## src/rtl/bm_pkg.sv

```systemverilog
package bm_pkg;
   typedef enum logic [1:0] {
      BM_W36 = 2'b00,
      BM_W18 = 2'b01,
      BM_W9  = 2'b10
   } bm_size_e;

   // index of the final slice of a held word for each read width
   function automatic logic [1:0] bm_last_idx(bm_size_e s);
      case (s)
         BM_W18:  return 2'd1;
         BM_W9:   return 2'd3;
         default: return 2'd0;
      endcase
   endfunction
endpackage

```

## src/rtl/bm_cfg_reg.sv

```systemverilog
module bm_cfg_reg
   import bm_pkg::*;
(
   input  logic       clk,
   input  logic       rst_n,
   input  logic [1:0] size_in,
   input  logic       be_in,
   output bm_size_e   size_q,
   output logic       be_q
);
   bm_size_e size_dec;

   // the reserved code falls back to full width
   always_comb begin
      case (size_in)
         2'b01:   size_dec = BM_W18;
         2'b10:   size_dec = BM_W9;
         default: size_dec = BM_W36;
      endcase
   end

   // settings follow the inputs only while full reset is held
   always_ff @(posedge clk) begin
      if (!rst_n) begin
         size_q <= size_dec;
         be_q   <= be_in;
      end
   end
endmodule

```

## src/rtl/bm_hold_ctrl.sv

```systemverilog
module bm_hold_ctrl
   import bm_pkg::*;
#(
   parameter int WORD_W = 36
) (
   input  logic              clk,
   input  logic              rst_n,
   input  logic              prst_n,
   input  bm_size_e          size_q,
   input  logic [WORD_W-1:0] fifo_data,
   input  logic              fifo_empty,
   input  logic              rd_en,
   output logic              fifo_pop,
   output logic [WORD_W-1:0] hold_word,
   output logic              hold_valid,
   output logic [1:0]        slice_idx
);
   logic clr;
   logic accept;
   logic last;
   logic load;

   assign clr    = !rst_n || !prst_n;
   assign accept = rd_en && hold_valid;
   assign last   = (slice_idx == bm_last_idx(size_q));
   assign load   = !clr && !fifo_empty && (!hold_valid || (accept && last));

   assign fifo_pop = load;

   always_ff @(posedge clk) begin
      if (clr) begin
         hold_word  <= '0;
         hold_valid <= 1'b0;
         slice_idx  <= 2'd0;
      end else if (load) begin
         hold_word  <= fifo_data;
         hold_valid <= 1'b1;
         slice_idx  <= 2'd0;
      end else if (accept && last) begin
         hold_valid <= 1'b0;
         slice_idx  <= 2'd0;
      end else if (accept) begin
         slice_idx  <= slice_idx + 2'd1;
      end
   end
endmodule

```

## src/rtl/bm_slice_sel.sv

```systemverilog
module bm_slice_sel
   import bm_pkg::*;
#(
   parameter int SLICE_W = 9
) (
   input  logic [4*SLICE_W-1:0] hold_word,
   input  bm_size_e             size_q,
   input  logic                 be_q,
   input  logic [1:0]           slice_idx,
   output logic [4*SLICE_W-1:0] rd_data
);
   localparam int WORD_W = 4 * SLICE_W;
   localparam int HALF_W = 2 * SLICE_W;

   logic [SLICE_W-1:0] qtr [4];
   logic [HALF_W-1:0]  hlf [2];
   logic [1:0]         phys;

   for (genvar q = 0; q < 4; q++) begin : g_qtr
      assign qtr[q] = hold_word[q*SLICE_W +: SLICE_W];
   end
   for (genvar h = 0; h < 2; h++) begin : g_hlf
      assign hlf[h] = hold_word[h*HALF_W +: HALF_W];
   end

   // big-endian walks lanes downward from the top slice
   assign phys = be_q ? (bm_last_idx(size_q) - slice_idx) : slice_idx;

   always_comb begin
      rd_data = '0;
      case (size_q)
         BM_W18:  rd_data[HALF_W-1:0]  = hlf[phys[0]];
         BM_W9:   rd_data[SLICE_W-1:0] = qtr[phys];
         default: rd_data              = hold_word;
      endcase
   end

   if (WORD_W != 4 * SLICE_W) begin : g_bad_w
      $error("bm_slice_sel: word width mismatch");
   end
endmodule

```

## src/rtl/bus_match_rd.sv

```systemverilog
module bus_match_rd
   import bm_pkg::*;
#(
   parameter int SLICE_W = 9
) (
   input  logic                 clk,
   input  logic                 rst_n,
   input  logic                 prst_n,
   input  logic [1:0]           cfg_size,
   input  logic                 cfg_big_end,
   input  logic [4*SLICE_W-1:0] fifo_data,
   input  logic                 fifo_empty,
   output logic                 fifo_pop,
   input  logic                 rd_en,
   output logic                 rd_ready,
   output logic [4*SLICE_W-1:0] rd_data
);
   localparam int WORD_W = 4 * SLICE_W;

   if (SLICE_W < 1) begin : g_bad_slice
      $error("bus_match_rd: SLICE_W must be at least 1");
   end

   bm_size_e          size_q;
   logic              be_q;
   logic [WORD_W-1:0] hold_word;
   logic              hold_valid;
   logic [1:0]        slice_idx;

   bm_cfg_reg i_cfg (
      .clk     (clk),
      .rst_n   (rst_n),
      .size_in (cfg_size),
      .be_in   (cfg_big_end),
      .size_q  (size_q),
      .be_q    (be_q)
   );

   bm_hold_ctrl #(.WORD_W(WORD_W)) i_hold (
      .clk        (clk),
      .rst_n      (rst_n),
      .prst_n     (prst_n),
      .size_q     (size_q),
      .fifo_data  (fifo_data),
      .fifo_empty (fifo_empty),
      .rd_en      (rd_en),
      .fifo_pop   (fifo_pop),
      .hold_word  (hold_word),
      .hold_valid (hold_valid),
      .slice_idx  (slice_idx)
   );

   bm_slice_sel #(.SLICE_W(SLICE_W)) i_sel (
      .hold_word (hold_word),
      .size_q    (size_q),
      .be_q      (be_q),
      .slice_idx (slice_idx),
      .rd_data   (rd_data)
   );

   assign rd_ready = hold_valid;
endmodule

```

## config.mk

```make
export PLATFORM = sky130hd
export DESIGN_NAME = bus_match_rd
export DESIGN_NICKNAME = d
export VERILOG_FILES = /design/src/rtl/bm_pkg.sv /design/src/rtl/bm_cfg_reg.sv /design/src/rtl/bm_hold_ctrl.sv /design/src/rtl/bm_slice_sel.sv /design/src/rtl/bus_match_rd.sv
export SDC_FILE = /design/constraint.sdc
export NUM_CORES = 1
export LEC_CHECK = 0
export BUFFER_PORTS_ARGS = -buffer_cell sky130_fd_sc_hd__buf_4
export CORE_AREA = 2 2 67 94
export CTS_CLUSTER_DIAMETER = 50
export DETAILED_ROUTE_END_ITERATION = 6
export DIE_AREA = 0 0 69 96
export GPL_ROUTABILITY_DRIVEN = 0
export PLACE_DENSITY = 0.75
export SYNTH_ARGS = -nofsm -noshare
export SYNTH_HDL_FRONTEND = slang
export SYNTH_SLANG_ARGS = --single-unit
```

## constraint.sdc

```tcl
create_clock -name clk -period 1.9 [get_ports clk]
set_input_delay 0.095 -clock clk [delete_from_list [all_inputs] [get_ports clk]]
set_output_delay 0.095 -clock clk [all_outputs]
set_load 0.01 [all_outputs]
```

* Word-level counts from Yosys, hierarchy flattened *
Cells that the tools add are included.

cells by class
  multiplexer cells = 14
  order comparisons = 2
  bitwise logic cells = 2
  reduce and logical (&&, ||, !) cells = 14
  $add $sub $neg = 2
  equal/unequal tests = 5

operators with widths
  operator                                                          count
  18-bit 2-to-1 mux                                                 4
  9-bit case mux with 2 select lines                                2
  9-bit binary-select mux with 2-bit select                         1
  9-bit 2-to-1 mux                                                  2
  2-bit case mux with 2 select lines                                2
  1-bit logical NOT                                                 5
  2-bit by 1-bit == test with 1-bit output (second input constant)  2
  2-bit == test (second input constant)                             2
  1-bit logical AND                                                 4
  3-bit >= comparator (second input constant)                       1
  2-bit NOT with 3-bit output                                       1
  3-bit OR reduction                                                1
  2-bit by 1-bit adder with 2-bit output (second input constant)    1
  2-bit == test                                                     1
  2-bit >= comparator (second input constant)                       1
  1-bit logical OR                                                  2
  1-bit 2-to-1 mux                                                  2
  2-bit 2-to-1 mux                                                  1
  1-bit NOT with 2-bit output                                       1
  2-bit nonzero test                                                1
  2-bit OR reduction                                                1
  2-bit subtractor                                                  1

storage, ports and cells
  bits of input ports = 44
  output and inout port bits = 38
  word-level logic and storage cells = 44
  flip-flop bits (word level) = 42

* Depth between registers and ports, before layout *
  word-level depth = 9
  mapped depth = 9
  gate-level depth less buffers = 6

* Hierarchy *
Synthesis repeated with hierarchy kept, for this count alone.

second synthesis, totals
  cells, all modules = 378
  area, all modules = 2990.4 um^2

modules (own cells, without submodules)
  module        area an instance (um^2)  cells an instance  sequential area each (um^2)  times used
  bm_hold_ctrl  1632.8                   182                780.7                        1
  bm_slice_sel  1248.7                   190                0.0                          1
  bm_cfg_reg    108.9                    6                  90.1                         1

* Worst setup path after synthesis *
OpenSTA, ideal clock, no wires.

  path type = reg2out
  from = reg i_cfg.size_q[0]
  to = out rd_data[1]
  data required time = 1.805 ns
  arrival = 2.000 ns
  path buffers = 1
  setup slack = -0.195 ns
  stages on the path, launching flop included = 8
  cells stage by stage = edfxtp_1 inv_1 ha_1 buf_4 a21boi_0 xnor2_1 nand2_1 o311ai_0

between the ends
  cells in the longest elaborated chain, start to end = 9
  elaborated cells on any way between the ends = 14
  classes of those cells = 1 x add/sub; 2 x eq/ne; 9 x mux; 2 x bitwise

ends and longest elaborated chain
  item                                                                                              RTL line                                source
  start: declaration                                                                                bm_cfg_reg.sv:8                         output bm_size_e size_q,
  start signal: assignment                                                                          bm_cfg_reg.sv:25                        size_q <= size_dec;
  2-bit == test or 2-bit by 1-bit == test with 1-bit output (tied branches)                         bm_pkg.sv:10, bm_slice_sel.sv:31
  2-bit case mux with 2 select lines                                                                bm_pkg.sv:10                            case (s)
  2-bit subtractor                                                                                  bm_slice_sel.sv:27                      assign phys = be_q ? (bm_last_idx(size_q) - slice_idx) : slice_idx;
  2-bit 2-to-1 mux                                                                                  bm_slice_sel.sv:27
  2-bit NOT with 3-bit output (implied by the code) or 1-bit NOT with 2-bit output (tied branches)  bm_slice_sel.sv:33, bm_slice_sel.sv:32
  9-bit binary-select mux with 2-bit select or 18-bit 2-to-1 mux (tied branches)                    bm_slice_sel.sv:33, bm_slice_sel.sv:32
  9-bit 2-to-1 mux (implied by the code) or 18-bit 2-to-1 mux (tied branches) (2 in series)         bm_slice_sel.sv:33, bm_slice_sel.sv:32
  9-bit case mux with 2 select lines (*)                                                            bm_slice_sel.sv:31                      case (size_q)
  end: declaration                                                                                  bus_match_rd.sv:16                      output logic [4*SLICE_W-1:0] rd_data

Mark *: on every way between the ends. The rest lies on a longest branch, timed or not. The select of a mux whose other input is x is not followed.

* Worst setup path in the final report *
  from = reg i_cfg.size_q[0]
  to = out rd_data[5]

Same word-level chain as after synthesis.

==> results.toml <==
[floorplanning]
initial_core_util = 0.459
die-height_um = 96
die-area_sq_mm = 0.00662
die_w_um = 69
core-area_sq_mm = 0.00578
io_pins = 82
num_rows = 33

[detailed_routing]
drt_pass1_iterations = 5
finalWirelength_um = 8320
post_drt_wl_per_cell_um = 16.4
drtIter0Drc = 247
drcViolationCount = 0
final_antenna_net_count = 0
vias = 2919
vias_per_cell = 5.73

[cells_and_area]
antennaDiodeCount = 0
fin_area_sq_mm = 0.00384
syn2layout_area_growth_pct = 44.6
nNetsFinal = 484
drive_above_1_share = 0.346
layout_commonest_cell = "buf_4"
fillCellCount = 503
layout.cells.non_filler = 509
mostFrequentLayoutCells = "97 x buf_4, 83 x nand2_1, 48 x a21oi_1"

[logic_synthesis]
synthArstFlopShare = 0
yosys_warnings = 0
ys_seq_elements = 42
syn-num-nets = 393
synth_area_sq_mm = 0.00266
synth_area_per_cell_sq_um = 7.65
synth_flop_cell = "dfxtp_1"
ys_seq_area_frac = 0.328
yosysUniqueCellTypes = 41
netlist_instances = 347
synth_edf_count = 3

[pwr]
peakVddDrop_v = 0.000319
power.density_mw_per_mm2 = 667
p_leak_nw = 1.55

[cts]
cts.sinks = 42
cts_tree = "done"
root_buffer = "clkbuf_8"
clk_latency_ps = 310
cts.clk_slew.worst_paths_ps = 90
cts_max_level = 2
cts_max_path_buffers = 2
numCtsBuffers = 5

[placed_design]
placed_cell_area_sq_mm = 0.00348
dp_cells = 493
dp_hpwl_um = 5640
portBuffers = 81

[global_routing]
grt_pass1_wl_um = 12500
gr-total-overflow = 0
grt_pass1_vias = 2769
antenna_found_initial = 0
grt_max_degree = 36
globalRouteTotalUtil = 0.230

[worst_setup_path]
crit_path_end_kind = "primary output"
crit_type = "reg2out"
cpLargestDelayFamily = "compound AO/OA/AOI/OAI gates"
cp-start-kind = "flop"
crit_required_ps = 1800
path_buf_inv = 4
cp_common_cell = "buf_4"
crit_fanout = 18
slowest_stage = "edfxtp_1"
cp_cell_sequence = "inv_2, ha_4, buf_4, a21o_1, buf_12, a22oi_1, o311ai_4, buf_4"
cpPeakStageDelay_ps = 400
arrival_ps = 2110

[sta]
max_freq_mhz = 455
hold_violations = 0
rsz0062_at_grt = "yes"
setup_tns_ps = -3970
finalSetupViolCount = 19
setup_ws_ps = -300
finalMaxSlewViolations = 0
period_minus_slack_ps = 2200
worst-slew-pin-transition_ps = 628
relSlewSlack = 0.580
finalCritPeriodShare = 1.16
skew_ps = 9.52

[min_path]
hold_path_class = "in2reg"

[run_status]
status = "complete, but fails checks"
failed_checks = "negative setup slack"

[flow_run]
maxCapViolCount = 0
[flip-flops by register name, indices dropped and copies added, names as in the netlist]
signal and flops:
i_cfg.be_q 1, i_hold.hold_valid 1, i_cfg.size_q 2, i_hold.slice_idx 2, i_hold.hold_word 36
[worst paths after layout]
path,to,depth (start not counted),start,slack [ps]
max,rd_data[5],8,i_cfg.size_q[0],-300
min,i_hold.hold_word[23],3,fifo_data[23],30
max reg2reg,i_hold.hold_word[2],8,i_cfg.size_q[0],10
min reg2reg,i_hold.hold_word[16],2,i_hold.hold_word[16],510
[repair_timing]
item                                    CTS  global route
hold buffers                              2             0
endpoints found under the setup margin   45            55
pin swaps                                 4             7
gates cloned                              0             2
gates resized for setup                  13            29
hold endpoints to repair                  2             0
setup buffers                             4             0
[routing by layer]
metal	wire, um	part of all wire	track usage
met5	0	0	0
met4	283	0.034	0.111
met3	569	0.068	0.0366
met2	4260	0.51	0.420
met1	3210	0.39	0.262
[layout make-up]
cell class / count / area [sq um] / area share
Clock buffer: 5 / 68.8 / 0.0179
Tap cell: 70 / 87.6 / 0.0228
Inverter: 4 / 15.0 / 0.00391
Timing Repair Buffer: 110 / 916 / 0.239
Sequential cell: 42 / 871 / 0.227
Clock inverter: 3 / 68.8 / 0.0179
Multi-Input combinational cell: 275 / 1810 / 0.472
[synth_stat cells (2+ instances only)]
master    count  share of area
clkbuf_1      8          0.011
o22ai_1       8          0.019
o22a_1        9          0.030
nand2_1      84           0.12
dfxtp_1      39           0.29
ha_1          2         0.0094
or2_2         3         0.0071
nor2_1       19          0.027
and2_1       18          0.042
buf_2        10          0.019
buf_6         5          0.021
a22o_1        9          0.030
nand3_1       2         0.0038
nand2b_1      4         0.0094
a21boi_0      2         0.0057
a21oi_1      49          0.092
nor2b_1       2         0.0047
buf_4         2         0.0057
buf_1         2         0.0028
o21ai_0      11          0.021
o311ai_0      7          0.023
a22oi_1       9          0.025
edfxtp_1      3          0.034
mux2i_1      19          0.072
inv_1         4         0.0057
xnor2_1       2         0.0066
[power breakdown]
part	total, mW	switching [mW]	internal [mW]
Clock	0.855	0.328	0.526
Combinational	0.732	0.381	0.352
Sequential	0.976	0.0500	0.926
Total	2.56	0.759	1.80
[cell families (layout without fill, tap and decap cells)]
kind of cell               after synthesis  in the layout  synth area share
buffers and inverters                   31            122            0.0655
adders and majority gates                2              2           0.00942
muxes                                   19             19            0.0716
and+or+nand+nor                        136            137             0.229
xor gates and xnor gates                 4              4            0.0189
DFF                                     42             42             0.328
AOI/OAI and AO/OA                      113            113             0.278
[worst register-to-register path: stages (launching register included)]
cell and delay (ps):
edfxtp_1 400, inv_2 90, ha_4 220, buf_4 170
xnor2_2 250, o31a_1 230, buf_4 250, nand2_1 80
a21oi_1 140
[through the flow]
stage	worst slack, ps	power, mW	util	hold WS (ps)
floorplan	20.1	1.36	-	187
global placement	-10.1	1.62	0.602	277
detailed placement	-84.7	1.63	0.602	277
CTS	-269	2.50	0.639	34.1
global route	-382	2.66	0.664	33.9
finish	-300	2.56	0.664	29.5
No activity file was read; power rests on OpenSTA's default activity.
